### config.mk
export PLATFORM = sky130hd
export DESIGN_NAME = hall_commutator
export DESIGN_NICKNAME = d
export VERILOG_FILES = /design/src/rtl/bldc_comm_pkg.sv /design/src/rtl/hall_sync_detect.sv /design/src/rtl/commutation_map.sv /design/src/rtl/deadtime_timer.sv /design/src/rtl/switch_gate.sv /design/src/rtl/hall_commutator.sv
export SDC_FILE = /design/constraint.sdc
export NUM_CORES = 1
export LEC_CHECK = 0
export BUFFER_PORTS_ARGS = -buffer_cell sky130_fd_sc_hd__buf_2
export CAP_MARGIN = 30
export CORE_ASPECT_RATIO = 0.75
export CORE_UTILIZATION = 40
export CTS_BUF_LIST = sky130_fd_sc_hd__clkbuf_4 sky130_fd_sc_hd__clkbuf_8
export DETAILED_ROUTE_END_ITERATION = 10
export PLACE_DENSITY = 0.73
export RECOVER_POWER = 25
export SLEW_MARGIN = 10
export SYNTH_ARGS = -nofsm -noshare
export SYNTH_HDL_FRONTEND = slang
export SYNTH_SLANG_ARGS = --single-unit
### constraint.sdc
create_clock -name clk -period 1.3 [get_ports clk]
set_input_delay 0.13 -clock clk [delete_from_list [all_inputs] [get_ports clk]]
set_output_delay 0.13 -clock clk [all_outputs]
set_load 0.01 [all_outputs]
### src/rtl/bldc_comm_pkg.sv
// Package: shared types and the six-step map for the Hall commutator.
// Assumes Hall code order {h2,h1,h0} and phase bit order {C,B,A}.
package bldc_comm_pkg;

    typedef logic [2:0] hall_t;

    typedef struct packed {
        logic [2:0] hi;
        logic [2:0] lo;
    } sw_pat_t;

    // Map one Hall code to its switch pattern; invalid codes give all off.
    function automatic sw_pat_t six_step(input hall_t code);
        sw_pat_t p;
        p = '0;
        case (code)
            3'b101:  begin p.hi = 3'b001; p.lo = 3'b010; end
            3'b100:  begin p.hi = 3'b001; p.lo = 3'b100; end
            3'b110:  begin p.hi = 3'b010; p.lo = 3'b100; end
            3'b010:  begin p.hi = 3'b010; p.lo = 3'b001; end
            3'b011:  begin p.hi = 3'b100; p.lo = 3'b001; end
            3'b001:  begin p.hi = 3'b100; p.lo = 3'b010; end
            default: p = '0;
        endcase
        return p;
    endfunction

endpackage

### src/rtl/hall_sync_detect.sv
// Module: synchronises the Hall lines through SYNC_STAGES registers and
// flags a sector change with a one-cycle pulse by comparing the synchronised
// code against a registered copy. Assumes SYNC_STAGES >= 1.
module hall_sync_detect #(
    parameter int SYNC_STAGES = 2
) (
    input  logic       clk,
    input  logic       rst_n,
    input  logic [2:0] hall_raw,
    output logic [2:0] hall_now,
    output logic       change
);
    logic [SYNC_STAGES-1:0][2:0] stg;
    logic [2:0]                  hall_prev;

    for (genvar g = 0; g < SYNC_STAGES; g++) begin : g_stage
        if (g == 0) begin : g_first
            // Capture the raw lines into the first stage.
            always_ff @(posedge clk) begin
                if (!rst_n) stg[g] <= '0;
                else        stg[g] <= hall_raw;
            end
        end else begin : g_next
            // Shift the code one stage further down the synchroniser.
            always_ff @(posedge clk) begin
                if (!rst_n) stg[g] <= '0;
                else        stg[g] <= stg[g-1];
            end
        end
    end

    assign hall_now = stg[SYNC_STAGES-1];

    // Keep the previous synchronised code for change detection.
    always_ff @(posedge clk) begin
        if (!rst_n) hall_prev <= '0;
        else        hall_prev <= hall_now;
    end

    // Flag the cycle in which the synchronised code differs from its copy.
    always_comb change = (hall_now != hall_prev);

    // a flagged change is followed by the copy matching the code seen then.
    a_r2_copy_follows: assert property (@(posedge clk) disable iff (!rst_n)
        change |=> (hall_prev == $past(hall_now)));

endmodule

### src/rtl/commutation_map.sv
// Module: combinational six-step lookup from the synchronised Hall code to
// the wanted switch pattern. Assumes the code has already been synchronised.
module commutation_map
    import bldc_comm_pkg::*;
(
    input  logic [2:0] hall_now,
    output logic [2:0] want_hi,
    output logic [2:0] want_lo
);
    sw_pat_t pat;

    // Look the pattern up through the shared table.
    always_comb begin
        pat     = six_step(hall_now);
        want_hi = pat.hi;
        want_lo = pat.lo;
    end

endmodule

### src/rtl/deadtime_timer.sv
// Module: loads DEAD_CYCLES on every change pulse, counts down to zero and
// drives an active-low release: low only when turn-ons may pass.
// A change during a running interval reloads the count.
module deadtime_timer #(
    parameter int DEAD_CYCLES = 25
) (
    input  logic clk,
    input  logic rst_n,
    input  logic change,
    output logic release_n
);
    localparam int CW = $clog2(DEAD_CYCLES + 1);

    logic [CW-1:0] cnt;

    // Reload on a change, otherwise count down towards zero.
    always_ff @(posedge clk) begin
        if (!rst_n)          cnt <= '0;
        else if (change)     cnt <= CW'(DEAD_CYCLES);
        else if (cnt != '0)  cnt <= cnt - 1'b1;
    end

    // Hold turn-ons during the change cycle and while counting.
    always_comb release_n = change || (cnt != '0);

    // the count only ever rises because a change came one cycle earlier.
    a_r9_reload_on_change: assert property (@(posedge clk) disable iff (!rst_n)
        (cnt > $past(cnt)) |-> $past(change));

    // without a new change a running count steps down by exactly one.
    a_r7_steady_countdown: assert property (@(posedge clk) disable iff (!rst_n)
        (cnt != '0 && !change) |=> (cnt == $past(cnt) - 1'b1));

endmodule

### src/rtl/switch_gate.sv
// Module: registers the six switch commands. Turn-offs pass at once; a
// turn-on passes only while the active-low release is low.
module switch_gate (
    input  logic       clk,
    input  logic       rst_n,
    input  logic       release_n,
    input  logic [5:0] want,
    output logic [5:0] sw_q
);
    // Mask with the wanted pattern while held, follow it when released.
    always_ff @(posedge clk) begin
        if (!rst_n)         sw_q <= '0;
        else if (release_n) sw_q <= sw_q & want;
        else                sw_q <= want;
    end

    // no switch is on that the previous cycle's pattern did not want.
    a_r6_off_prompt: assert property (@(posedge clk) disable iff (!rst_n)
        1'b1 |=> ((sw_q & ~$past(want)) == '0));

    // a switch only rises when the release was low the cycle before.
    a_r7_on_waits: assert property (@(posedge clk) disable iff (!rst_n)
        ((sw_q & ~$past(sw_q)) != '0) |-> !$past(release_n));

endmodule

### src/rtl/hall_commutator.sv
// Module: top of the Hall six-step commutator with dead-time insertion.
// Assumes a free-running clk, synchronous active-low reset, and Hall lines
// that may be asynchronous to clk.
module hall_commutator #(
    parameter int SYNC_STAGES = 2,
    parameter int DEAD_CYCLES = 25
) (
    input  logic       clk,
    input  logic       rst_n,
    input  logic [2:0] hall_in,
    output logic [2:0] hi_cmd,
    output logic [2:0] lo_cmd
);
    logic [2:0] hall_now;
    logic       change;
    logic       release_n;
    logic [2:0] want_hi;
    logic [2:0] want_lo;
    logic [5:0] sw_q;

    hall_sync_detect #(.SYNC_STAGES(SYNC_STAGES)) sync_i (
        .clk      (clk),
        .rst_n    (rst_n),
        .hall_raw (hall_in),
        .hall_now (hall_now),
        .change   (change)
    );

    commutation_map map_i (
        .hall_now (hall_now),
        .want_hi  (want_hi),
        .want_lo  (want_lo)
    );

    deadtime_timer #(.DEAD_CYCLES(DEAD_CYCLES)) dead_i (
        .clk       (clk),
        .rst_n     (rst_n),
        .change    (change),
        .release_n (release_n)
    );

    switch_gate gate_i (
        .clk       (clk),
        .rst_n     (rst_n),
        .release_n (release_n),
        .want      ({want_hi, want_lo}),
        .sw_q      (sw_q)
    );

    assign hi_cmd = sw_q[5:3];
    assign lo_cmd = sw_q[2:0];

    // one switch per side at most, never both switches of one leg.
    a_r4_no_shoot: assert property (@(posedge clk) disable iff (!rst_n)
        $onehot0(hi_cmd) && $onehot0(lo_cmd) && ((hi_cmd & lo_cmd) == '0));

    // an invalid synchronised code leaves every switch off next cycle.
    a_r5_invalid_off: assert property (@(posedge clk) disable iff (!rst_n)
        (hall_now == 3'b000 || hall_now == 3'b111) |=> (hi_cmd == '0 && lo_cmd == '0));

endmodule

# --- After elaboration in Yosys (flattened, before gate mapping) ---
# Index checks and enable logic that the tools add are counted.
totals:
  register_bits: 20
  input_bits: 5
  wordCells: 24
classes:
  addsub: 1
  n_eq_ne: 7
  n_mux: 4
  bitwise_logic: 2
  reduce_logical: 4
ops:
  columns: ["cell", "n"]
  rows:
  - ["$pmux W6 S6", 1]
  - ["$mux W5", 2]
  - ["$eq A3 B3 Y1 const B", 3]
  - ["$and A6 B6 Y6", 1]
  - ["$eq A3 B2 Y1 const B", 2]
  - ["$mux W6", 1]
  - ["$reduce_bool A5 Y1", 1]
  - ["$sub A5 B1 Y5 const B", 1]
  - ["$eq A3 B1 Y1 const B", 1]
  - ["$ne A3 B3 Y1", 1]
  - ["$reduce_bool A2 Y1", 1]
  - ["$reduce_or A2 Y1", 1]
  - ["$logic_or A1 B1 Y1", 1]
  - ["$not A1 Y1", 1]

# --- Depth between registers and ports, before layout ---
# Gate-level depths: netlist of run 1.
depth:
  ltp_word: 4
  mapped_depth: 5
  ltp_nobuf: 5

# --- Cells and area by module ---
# Synthesis of run 1 repeated with hierarchy kept, for this count alone.
unflattened:
  hier_cells: 80
  area_unflattened_um2: 779.5
by_module_without_submodules:
  columns: ["mod", "n_inst", "cells_each", "area_each_um2"]
  rows:
  - ["hall_sync_detect", 1, 25, 290.3]
  - ["deadtime_timer", 1, 25, 246.5]
  - ["switch_gate", 1, 24, 195.2]
  - ["commutation_map", 1, 6, 47.5]

# --- Worst setup path before layout of run 1 ---
# No wires, ideal clock.
synth_path:
  path_type: "reg-to-reg"
  start: "register dead_i.cnt[0]"
  end: "register gate_i.sw_q[0]"
  setup_ps: 86
  arrival_ps: 1286
  required_ps: 1214
  slack_ps: -72
  stages_incl_launch_ff: 6
  path_buffers: 0
  cell_sequence: "dfxtp_1 > inv_1 > ha_1 > nor4b_4 > nand4_2 > a211oi_1"
synth_via:
  elab_chain_len: 3
synth_lines:
  columns: ["element", "line", "text"]
  rows:
  - ["from (decl)", "deadtime_timer.sv:14", "logic [CW-1:0] cnt;"]
  - ["from (signal assigned)", "deadtime_timer.sv:19", "else if (change) cnt <= CW'(DEAD_CYCLES);"]
  - ["from (signal assigned)", "deadtime_timer.sv:20", "else if (cnt != '0) cnt <= cnt - 1'b1;"]
  - ["$reduce_bool A5 Y1", "deadtime_timer.sv:24", "always_comb release_n = change || (cnt != '0);"]
  - ["$logic_or A1 B1 Y1", "deadtime_timer.sv:24", null]
  - ["$mux W6", "switch_gate.sv:13", "else if (release_n) sw_q <= sw_q & want;"]
  - ["to (signal assigned)", "switch_gate.sv:13", null]
  - ["to (signal assigned)", "switch_gate.sv:14", "else sw_q <= want;"]
  - ["to (decl)", "switch_gate.sv:8", "output logic [5:0] sw_q"]
# Every way passes these cells.
# A chain may end at the register's enable or synchronous reset.

# --- Worst setup path after layout of run 1 ---
layout_path:
  start: "register dead_i.cnt[1]"
  end: "register gate_i.sw_q[1]"
# Same word-level chain as after synthesis.

==> flow_metrics.py, run 1 <==
metrics = {
    "place": {
        "dp_hpwl_um": 913,
        "place_congestion": 0.816,
        "dpl_cell_area_um2": 888,
        "post-place-ws_ns": -0.139,
        "io_buffers": 10,
    },
    "worst_hold_path": {
        "hp-class": "input port to flip-flop",
    },
    "setup_path": {
        "cp_cell_sequence": "inv_2, ha_4, nor4b_4, nand4_4, a211oi_2",
        "cp_max_fo": 6,
        "criticalPathCategory": "flip-flop to flip-flop",
        "worstPathRequired_ns": 1.53,
        "max_stage_delay_ns": 0.34,
        "crit_slowest_cell": "dfxtp_2",
        "cp_data_arrival_time_ns": 1.62,
        "setup.worst_path.end_class": "flip-flop",
        "start_kind": "flip-flop",
    },
    "timing": {
        "fmax_ghz": 0.721,
        "setup_viol": 7,
        "period_needed_ns": 1.39,
        "rsz0062_at_grt": "true",
        "slew_headroom_pct": 75.0,
        "worst_pin_slew_ns": 0.374,
        "drv_slew": 0,
        "fin_crit_sh_pct": 107,
        "fin_ws_ns": -0.0867,
        "hold_viol_final": 0,
        "finClkSkew_ns": 0.00639,
    },
    "power_and_ir_drop": {
        "p_switching_w": 0.000394,
        "p_int_w": 0.00106,
        "seq_power_share_pct": 48.0,
        "p_sw_share_pct": 27.0,
        "ir_drop_uv": 909,
        "p_clk_share_pct": 24.6,
        "p_comb_share_pct": 27.5,
        "power_density_nw_per_um2": 1450,
        "power.leakage_nw": 0.425,
    },
    "synth": {
        "yosys.area.top_type": "dfxtp_1",
        "syn_nets": 75,
        "ys.flop_type": "dfxtp_1",
        "synthArstFlopShare_pct": 0,
        "synth_warnings": 0,
        "yosysMostFrequentCell": "dfxtp_1",
        "ys_seq_area_share_pct": 55.4,
        "synth_cells": 69,
        "yosys.cell_types.count": 21,
        "synth_edf_count": 0,
        "synth_top_area_share_pct": 55.4,
        "syn_area_per_cell_um2": 10.5,
        "ys_ff_latch": 20,
        "synth_area_um2": 723,
        "ys_top_cells_by_count": "dfxtp_1 (20), inv_1 (12), a211oi_1 (6), and2_1 (6), xnor2_1 (5)",
        "ys_top_cells_by_area": "dfxtp_1 (55%), a211oi_1 (6.2%), inv_1 (6.2%)",
    },
    "global_routing": {
        "grt_max_degree": 14,
        "use_met3_pct": 8.63,
        "antenna_found_initial": 0,
        "track_usage_pct": 18.6,
        "grt_pass1_vias": 568,
        "grt_util_met2_pct": 30.9,
        "grt_pass1_wl_um": 2500,
        "busiest_layer": "met2",
        "met1_usage_pct": 22.0,
        "overflow": 0,
    },
    "floorplanning": {
        "die_w_um": 51.1,
        "die_area_um2": 1980,
        "initial_core_util_pct": 45.9,
        "die_y_um": 38.8,
        "ios": 11,
        "design.core.area_um2": 1580,
        "rows": 12,
    },
    "clocking": {
        "cts_tree": "done",
        "holdBufCountCts": 0,
        "clkTransAtPathRegs_ns": 0.11,
        "clockRootBuffer": "clkbuf_4",
        "clk_latency_ns": 0.30,
        "cts_buffers": 3,
        "clkSinkCount": 20,
        "cts_htree_levels": 1,
        "cts_buffer_depth": 2,
    },
    "route": {
        "first_pass_iters": 4,
        "vias": 536,
        "wire_per_inst_um": 12.2,
        "ant_nets": 0,
        "drt_iter0_drc": 10,
        "viasPerCell": 4.62,
        "drcViolationCount": 0,
        "wl_um": 1420,
    },
    "run": {
        "maxCapViolCount": 0,
    },
    "run_status": {
        "status": "finished, violations left",
        "violations": "setup timing",
    },
    "layout": {
        "final_layout_size_suffix_gt1_share_pct": 47.4,
        "antenna_cells": 0,
        "postLayoutCellArea_um2": 1010,
        "area_delta_synth_final_pct": 39.3,
        "nets": 102,
    },
}
flip-flops by register name, indices dropped and copies added (netlist names):
register / flops
sync_i.stg: 3
sync_i.hall_now: 3
gate_i.sw_q: 6
sync_i.hall_prev: 3
dead_i.cnt: 5
layer usage:
| layer | routed length (um) | up-vias |
|---|---|---|
| li1 | - | 280 |
| met1 | 673 | 244 |
| met2 | 652 | 10 |
| met3 | 81 | 2 |
| met4 | 13 | 0 |
| met5 | 0 | - |
repair_timing:
action,in CTS,in global routing
pin swaps,8,6
gates resized for setup,16,1
gates cloned,0,0
setup buffers,1,0
endpoints found under the setup margin,9,10
power groups by stage:
stage	sequential (W)	combinational [W]	clock (W)
after detailed placement	0.000706	0.000315	0
after floorplan	0.000706	0.000183	0
after global placement	0.000705	0.000305	0
after global routing	0.000704	0.000436	0.000396
after CTS	0.000698	0.000388	0.000368
final	0.000698	0.000400	0.000358
cell type report:
class | instances | area (um2)
flip-flops and latches | 20 | 403
multi-input cells | 36 | 349
repair buffers | 23 | 148
clock buffers | 4 | 36.3
well taps | 21 | 26.3
inverters | 12 | 45.0
fillers | 131 | 569
final timing paths:
kind / startpoint / end / slack (ns) / cells past startpoint
max: dead_i.cnt[1]$_SDFFE_PP0P_ / gate_i.sw_q[1]$_SDFF_PN0_ / -0.09 / 5
min: hall_in[2] / sync_i.stg[2]$_SDFF_PN0_ / 0.03 / 2
max reg2reg: dead_i.cnt[1]$_SDFFE_PP0P_ / gate_i.sw_q[1]$_SDFF_PN0_ / -0.09 / 5
min reg2reg: sync_i.stg[1]$_SDFF_PN0_ / sync_i.hall_now[1]$_SDFF_PN0_ / 0.45 / 1
cells by family after synthesis:
logic type      synth area share, %
compound gates                 11.9
simple gates                   18.2
fa+ha+maj                      1.73
xor+xnor                       6.06
flops                          55.4
buf+inv                        6.75
cell usage in the layout (no fill, tap or decap), types with 3 or more instances in the layout:
cell type / count
and2_1: 6
a211oi_2: 6
inv_1: 10
nand2_1: 3
buf_4: 13
xnor2_1: 4
dfxtp_1: 18
clkbuf_4: 3
buf_2: 10
per-stage QoR:
step	hold slack, ns	setup TNS (ns)	util (%)	total power, W	cells
detailed placement	0.340	-0.834	56.3	0.00102	111
finish	0.0272	-0.553	63.9	0.00146	116
global placement	0.334	-0.247	56.3	0.00101	111
global route	0.00488	-1.25	63.9	0.00154	116
CTS	0.0206	-0.668	63.6	0.00145	116
floorplan	0.257	-0.199	-	0.000889	69
worst max-delay path, delay by kind of cell, from the launching register on:
family | cells | cell delay, ns
AND/OR/NAND/NOR | 2 | 0.57
flip-flops | 1 | 0.34
AO/OA/AOI/OAI | 1 | 0.22
adder cells (fa/ha/maj) | 1 | 0.12
buffers and inverters | 1 | 0.07
Power figures use the tool's default switching activity.
==> run 2: changes to the inputs <==
--- a/config.mk
+++ b/config.mk
@@ -5,13 +5,14 @@
 export SDC_FILE = /design/constraint.sdc
 export NUM_CORES = 1
 export LEC_CHECK = 0
+export ABC_AREA = 1
 export BUFFER_PORTS_ARGS = -buffer_cell sky130_fd_sc_hd__buf_2
 export CAP_MARGIN = 30
 export CORE_ASPECT_RATIO = 0.75
 export CORE_UTILIZATION = 40
 export CTS_BUF_LIST = sky130_fd_sc_hd__clkbuf_4 sky130_fd_sc_hd__clkbuf_8
 export DETAILED_ROUTE_END_ITERATION = 10
-export PLACE_DENSITY = 0.73
+export PLACE_DENSITY = 0.72
 export RECOVER_POWER = 25
 export SLEW_MARGIN = 10
 export SYNTH_ARGS = -nofsm -noshare
==> run 2 against run 1 <==
The run now ends clean. Largest power group unchanged. Total power decreased by 10%. Sequential share of layout area increased by 2.3 points. Register-to-register slack improved by 0.23 ns. Final area decreased by 6.0%. Non-clock buffer count decreased by 11. Fmax increased by 20%.
==> flow_metrics.py, run 2 <==
metrics = {
    "run_status": {
        "status": "finished, final reports clean",
    },
    "setup_path": {
        "endpoint": "gate_i.sw_q[3]$_SDFF_PN0_",
        "cp_max_fo": 6,
        "rr_worst_depth": 6,
        "setup.worst_path.end_class": "flip-flop",
        "start_kind": "flip-flop",
        "critPathLaunch": "dead_i.cnt[1]$_SDFFE_PP0P_",
        "worstPathRequired_ns": 1.52,
        "criticalPathCategory": "flip-flop to flip-flop",
        "r2r-end": "gate_i.sw_q[3]$_SDFF_PN0_",
        "worst-r2r-setup-slack_ns": 0.14,
        "regToRegStartpoint": "dead_i.cnt[1]$_SDFFE_PP0P_",
        "cp_data_arrival_time_ns": 1.38,
    },
    "synth": {
        "yosys.area.top_type": "dfxtp_1",
        "ys.flop_type": "dfxtp_1",
        "synth_top_area_share_pct": 49.1,
        "yosys.cell_types.count": 18,
        "synth_area_um2": 816,
        "synth_edf_count": 0,
        "synth_warnings": 0,
        "syn_nets": 112,
        "ys_ff_latch": 20,
        "synth_cells": 106,
        "ys_seq_area_share_pct": 49.1,
        "synthArstFlopShare_pct": 0,
        "syn_area_per_cell_um2": 7.70,
        "yosysMostFrequentCell": "inv_1",
        "ys_top_cells_by_area": "dfxtp_1 (49%), inv_1 (12%), nand2_1 (11%)",
        "ys_top_cells_by_count": "inv_1 (27), nand2_1 (24), dfxtp_1 (20)",
    },
    "place": {
        "dp_hpwl_um": 1050,
        "place_congestion": 0.794,
        "io_buffers": 10,
        "dpl_cell_area_um2": 880,
    },
    "clocking": {
        "clockRootBuffer": "clkbuf_4",
        "cts_buffer_depth": 2,
        "cts_buffers": 3,
        "cts_htree_levels": 1,
        "clkSinkCount": 20,
        "cts_tree": "done",
        "clk_latency_ns": 0.29,
        "clkTransAtPathRegs_ns": 0.11,
    },
    "route": {
        "ant_nets": 0,
        "wire_per_inst_um": 9.35,
        "routed.top_layer": "met4",
        "drt_iter0_drc": 7,
        "wl_um": 1340,
        "first_pass_iters": 4,
        "vias": 614,
        "wl_met1_um": 697,
        "drcViolationCount": 0,
        "wl_met2_um": 568,
        "viasPerCell": 4.29,
        "wl_met3_um": 61,
    },
    "timing": {
        "period_needed_ns": 1.16,
        "hold_viol_final": 0,
        "rsz0062_at_grt": "false",
        "drv_slew": 0,
        "slew_headroom_pct": 68.2,
        "finClkSkew_ns": 0.00193,
        "setup_viol": 0,
        "fmax_ghz": 0.862,
        "worst_pin_slew_ns": 0.477,
        "fin_crit_sh_pct": 89.2,
        "setup_tns_ns": 0,
    },
    "floorplanning": {
        "die_w_um": 54.1,
        "initial_core_util_pct": 44.8,
        "ios": 11,
        "rows": 13,
        "die_area_um2": 2230,
        "design.core.area_um2": 1820,
        "die_y_um": 41.1,
    },
    "power_and_ir_drop": {
        "p_clk_share_pct": 26.6,
        "ir_drop_uv": 791,
        "p_int_w": 0.000938,
        "p_switching_w": 0.000373,
        "p_comb_share_pct": 21.2,
        "power.leakage_nw": 0.491,
        "seq_power_share_pct": 52.2,
        "power_density_nw_per_um2": 1380,
        "p_sw_share_pct": 28.4,
    },
    "layout": {
        "final_cell_mix": "inv_1 (26), nand2_1 (24), dfxtp_1 (20)",
        "final_common_cell": "inv_1",
        "regMostFlops": "gate_i.sw_q",
        "antenna_cells": 0,
        "postLayoutCellArea_um2": 947,
        "nets": 128,
        "largest_reg_flops": 6,
        "area_delta_synth_final_pct": 16.1,
        "final_layout_size_suffix_gt1_share_pct": 22.3,
        "largestRegisters": "gate_i.sw_q (6), dead_i.cnt (5)",
    },
    "worst_hold_path": {
        "hp-class": "input port to flip-flop",
    },
    "run": {
        "maxCapViolCount": 0,
    },
    "global_routing": {
        "track_usage_pct": 14.4,
        "grt_pass1_wl_um": 2100,
        "antenna_found_initial": 0,
        "overflow": 0,
        "grt_max_degree": 13,
        "grt_pass1_vias": 496,
    },
}
-- run 2: cell types whose count changed after synthesis, moves of 6 or more --
cell,delta
inv_1,+15
a21oi_1,+8
a211oi_1,-6
and2_1,-6
nand2_1,+21
-- run 2: worst min-delay path by stage --
stage | slack (ns) | from | to | cells past startpoint
final | 0.02 | hall_in[2] | sync_i.stg[2]$_SDFF_PN0_ | 3
after global routing | 0.003 | hall_in[2] | sync_i.stg[2]$_SDFF_PN0_ | 3
after CTS | 0.009 | hall_in[2] | sync_i.stg[2]$_SDFF_PN0_ | 3
after detailed placement | 0.31 | hall_in[1] | sync_i.stg[1]$_SDFF_PN0_ | 3
after global placement | 0.31 | hall_in[1] | sync_i.stg[1]$_SDFF_PN0_ | 3
after floorplan | 0.23 | hall_in[0] | sync_i.stg[0]$_SDFF_PN0_ | 2
-- run 2: critical path: stages (launching register included) --
cell and delay [ns]:
dfxtp_1 0.33, inv_1 0.10, ha_4 0.18, nand3_4 0.10, inv_2 0.06, nand3_2 0.13
a21oi_1 0.19
-- run 2: area by class of cell --
class | count | area, um2
inverter | 31 | 116
tap | 22 | 27.5
multi-input combinational | 54 | 298
sequential | 20 | 400
fill | 194 | 875
timing repair buffer | 12 | 68.8
clock buffer | 4 | 36.3
-- run 2: kinds of logic after synthesis --
kind of cell	Yosys count	share of synthesized area (%)
adders and majority gates	1	1.53
DFF	20	49.1
xor gates and xnor gates	2	2.15
and+or+nand+nor	41	25.2
AOI/OAI and AO/OA	10	6.13
buffers and inverters	32	16.0
-- run 2: power by group through the flow --
stage               combinational (W)  clock (W)  sequential, W
finish                       0.000277   0.000349       0.000685
global route                 0.000314   0.000392       0.000690
CTS                          0.000264   0.000367       0.000684
detailed placement           0.000255          0       0.000698
global placement             0.000245          0       0.000695
floorplan                    0.000210          0       0.000693
-- run 2: what timing repair did --
action | 4_1_cts | 5_1_grt
setup endpoints to repair | 1 | 6
setup buffers | 0 | 0
hold endpoints to repair | 2 | 0
gates resized for setup | 1 | 2
hold buffers | 2 | 0
-- run 2: layer usage --
layer | GRT usage, % | vias up
li1 | - | 336
met1 | 17.9 | 262
met2 | 22.3 | 14
met3 | 7.78 | 2
met4 | 1.92 | 0
met5 | 0 | -
-- run 2: through the flow --
step	hold WS, ns	util [%]	power (W)	cells	setup slack, ns
floorplan	0.228	-	0.000902	106	0.189
global placement	0.309	48.3	0.000940	137	0.123
detailed placement	0.315	48.3	0.000953	137	0.0117
CTS	0.00885	51.5	0.00131	143	0.0293
global route	0.00259	52.0	0.00140	143	0.0253
finish	0.0224	52.0	0.00131	143	0.140
==> run 3: changes to the inputs <==
--- a/config.mk
+++ b/config.mk
@@ -9,10 +9,10 @@
 export BUFFER_PORTS_ARGS = -buffer_cell sky130_fd_sc_hd__buf_2
 export CAP_MARGIN = 30
 export CORE_ASPECT_RATIO = 0.75
-export CORE_UTILIZATION = 40
+export CORE_UTILIZATION = 32
 export CTS_BUF_LIST = sky130_fd_sc_hd__clkbuf_4 sky130_fd_sc_hd__clkbuf_8
 export DETAILED_ROUTE_END_ITERATION = 10
-export PLACE_DENSITY = 0.72
+export PLACE_DENSITY = 0.62
 export RECOVER_POWER = 25
 export SLEW_MARGIN = 10
 export SYNTH_ARGS = -nofsm -noshare
==> run 3 against run 2 <==
Sequential share of layout area is 2.0 points lower. Utilization fell by 9.6 points. Combinational power rose by 1%. First-iteration DRC count rose to 2.6 times the previous value. Non-clock buffer count increased by 1. Hold slack better by 0.11 ns. Worst setup slack worse by 0.049 ns. Largest cell class unchanged. Largest power group unchanged.
==> flow_metrics.py, run 3 (synthesis results as in run 2) <==
metrics = {
    "setup_path": {
        "worstPathRequired_ns": 1.54,
        "cp_max_fo": 6,
        "cp_cell_sequence": "inv_1, ha_4, nand3_4, inv_2, nand3_2, a21oi_1",
        "max_stage_delay_ns": 0.33,
        "criticalPathCategory": "flip-flop to flip-flop",
        "setup.worst_path.end_class": "flip-flop",
        "crit_slowest_cell": "dfxtp_1",
        "cp_data_arrival_time_ns": 1.45,
        "start_kind": "flip-flop",
    },
    "timing": {
        "hold_viol_final": 0,
        "fmax_ghz": 0.828,
        "drv_slew": 0,
        "rsz0062_at_grt": "true",
        "setup_tns_ns": 0,
        "worst_pin_slew_ns": 0.285,
        "setup_viol": 0,
        "period_needed_ns": 1.21,
        "fin_crit_sh_pct": 93.0,
        "finClkSkew_ns": 0.00253,
        "hold_ws_ns": 0.133,
        "slew_headroom_pct": 80.9,
    },
    "route": {
        "first_pass_iters": 4,
        "drcViolationCount": 0,
        "wire_per_inst_um": 8.58,
        "ant_nets": 0,
        "viasPerCell": 3.80,
        "vias": 593,
        "drt_iter0_drc": 18,
        "wl_um": 1340,
    },
    "layout": {
        "final_cell_mix": "inv_1 (27), nand2_1 (24), dfxtp_1 (20)",
        "antenna_cells": 0,
        "regMostFlops": "gate_i.sw_q",
        "area_delta_synth_final_pct": 21.8,
        "final_layout_size_suffix_gt1_share_pct": 23.0,
        "utilization_pct": 42.3,
        "largest_reg_flops": 6,
        "final_common_cell": "inv_1",
        "nets": 129,
        "largestRegisters": "gate_i.sw_q (6), dead_i.cnt (5)",
    },
    "global_routing": {
        "grt_util_met2_pct": 15.4,
        "grt_pass1_vias": 519,
        "grt_max_degree": 13,
        "met1_usage_pct": 15.8,
        "track_usage_pct": 11.2,
        "grt_pass1_wl_um": 2190,
        "busiest_layer": "met1",
        "antenna_found_initial": 0,
        "overflow": 0,
        "use_met3_pct": 5.11,
    },
    "clocking": {
        "cts_buffer_depth": 2,
        "cts_tree": "done",
        "cts_htree_levels": 1,
        "clkTransAtPathRegs_ns": 0.11,
        "cts_buffers": 3,
        "clk_latency_ns": 0.30,
        "clockRootBuffer": "clkbuf_4",
        "clkSinkCount": 20,
    },
    "floorplanning": {
        "ios": 11,
        "initial_core_util_pct": 34.8,
        "die_area_um2": 2760,
        "die_y_um": 45.7,
        "die_w_um": 60.3,
        "rows": 15,
        "design.core.area_um2": 2350,
    },
    "run_status": {
        "status": "finished, final reports clean",
    },
    "place": {
        "place_congestion": 0.656,
        "dp_hpwl_um": 983,
        "io_buffers": 10,
    },
    "power_and_ir_drop": {
        "power_w": 0.00147,
        "power_density_nw_per_um2": 1480,
        "ir_drop_uv": 682,
        "power.leakage_nw": 0.505,
    },
    "run": {
        "maxCapViolCount": 0,
    },
    "worst_hold_path": {
        "hp-class": "input port to flip-flop",
    },
}
==> run 3: report_power, final <==
group / internal [W] / switching [W]
Sequential: 0.000653 / 0.0000287
Clock: 0.000312 / 0.000193
Combinational: 0.000116 / 0.000165
Total: 0.00108 / 0.000387
==> run 3: worst paths after layout <==
kind,from,end,slack (ns),cells past startpoint
max,dead_i.cnt[0]$_SDFFE_PN0N_,gate_i.sw_q[3]$_SDFF_PN0_,0.09,6
min,rst_n,sync_i.hall_now[2]$_SDFF_PN0_,0.13,3
max reg2reg,dead_i.cnt[0]$_SDFFE_PN0N_,gate_i.sw_q[3]$_SDFF_PN0_,0.09,6
min reg2reg,sync_i.stg[2]$_SDFF_PN0_,sync_i.hall_now[2]$_SDFF_PN0_,0.43,2
==> run 3: cell type report <==
class | count | area, um2
well taps | 34 | 42.5
flip-flops and latches | 20 | 400
fillers | 229 | 1350
multi-input cells | 54 | 302
repair buffers | 13 | 80.1
clock inverters | 1 | 30.0
clock buffers | 3 | 22.5
inverters | 31 | 116
==> run 3: critical path: cells and delay by family, from the launching register on <==
| family | cells | cell delay, ns |
|---|---|---|
| fa+ha+maj | 1 | 0.20 |
| buf+inv | 2 | 0.21 |
| simple gates | 2 | 0.25 |
| compound gates | 1 | 0.17 |
| flops | 1 | 0.33 |
==> run 3: metrics by stage <==
step,cell area (um2),setup slack (ns),std cells
floorplan,816,0.189,106
global placement,895,0.115,149
detailed placement,895,0.0344,149
CTS,977,0.0111,156
global route,993,-0.00463,156
finish,993,0.0916,156
==> run 3: metal layers <==
| metal | vias up | wire length (um) |
|---|---|---|
| li1 | 337 | - |
| met1 | 241 | 747 |
| met2 | 13 | 531 |
| met3 | 2 | 53 |
| met4 | 0 | 7 |
| met5 | - | 0 |
==> run 3: timing repair <==
item	4_1_cts	5_1_grt
hold endpoints to repair	3	0
setup endpoints to repair	0	8
hold buffers	3	0
buffers inserted	0	0
gates resized for setup	0	3
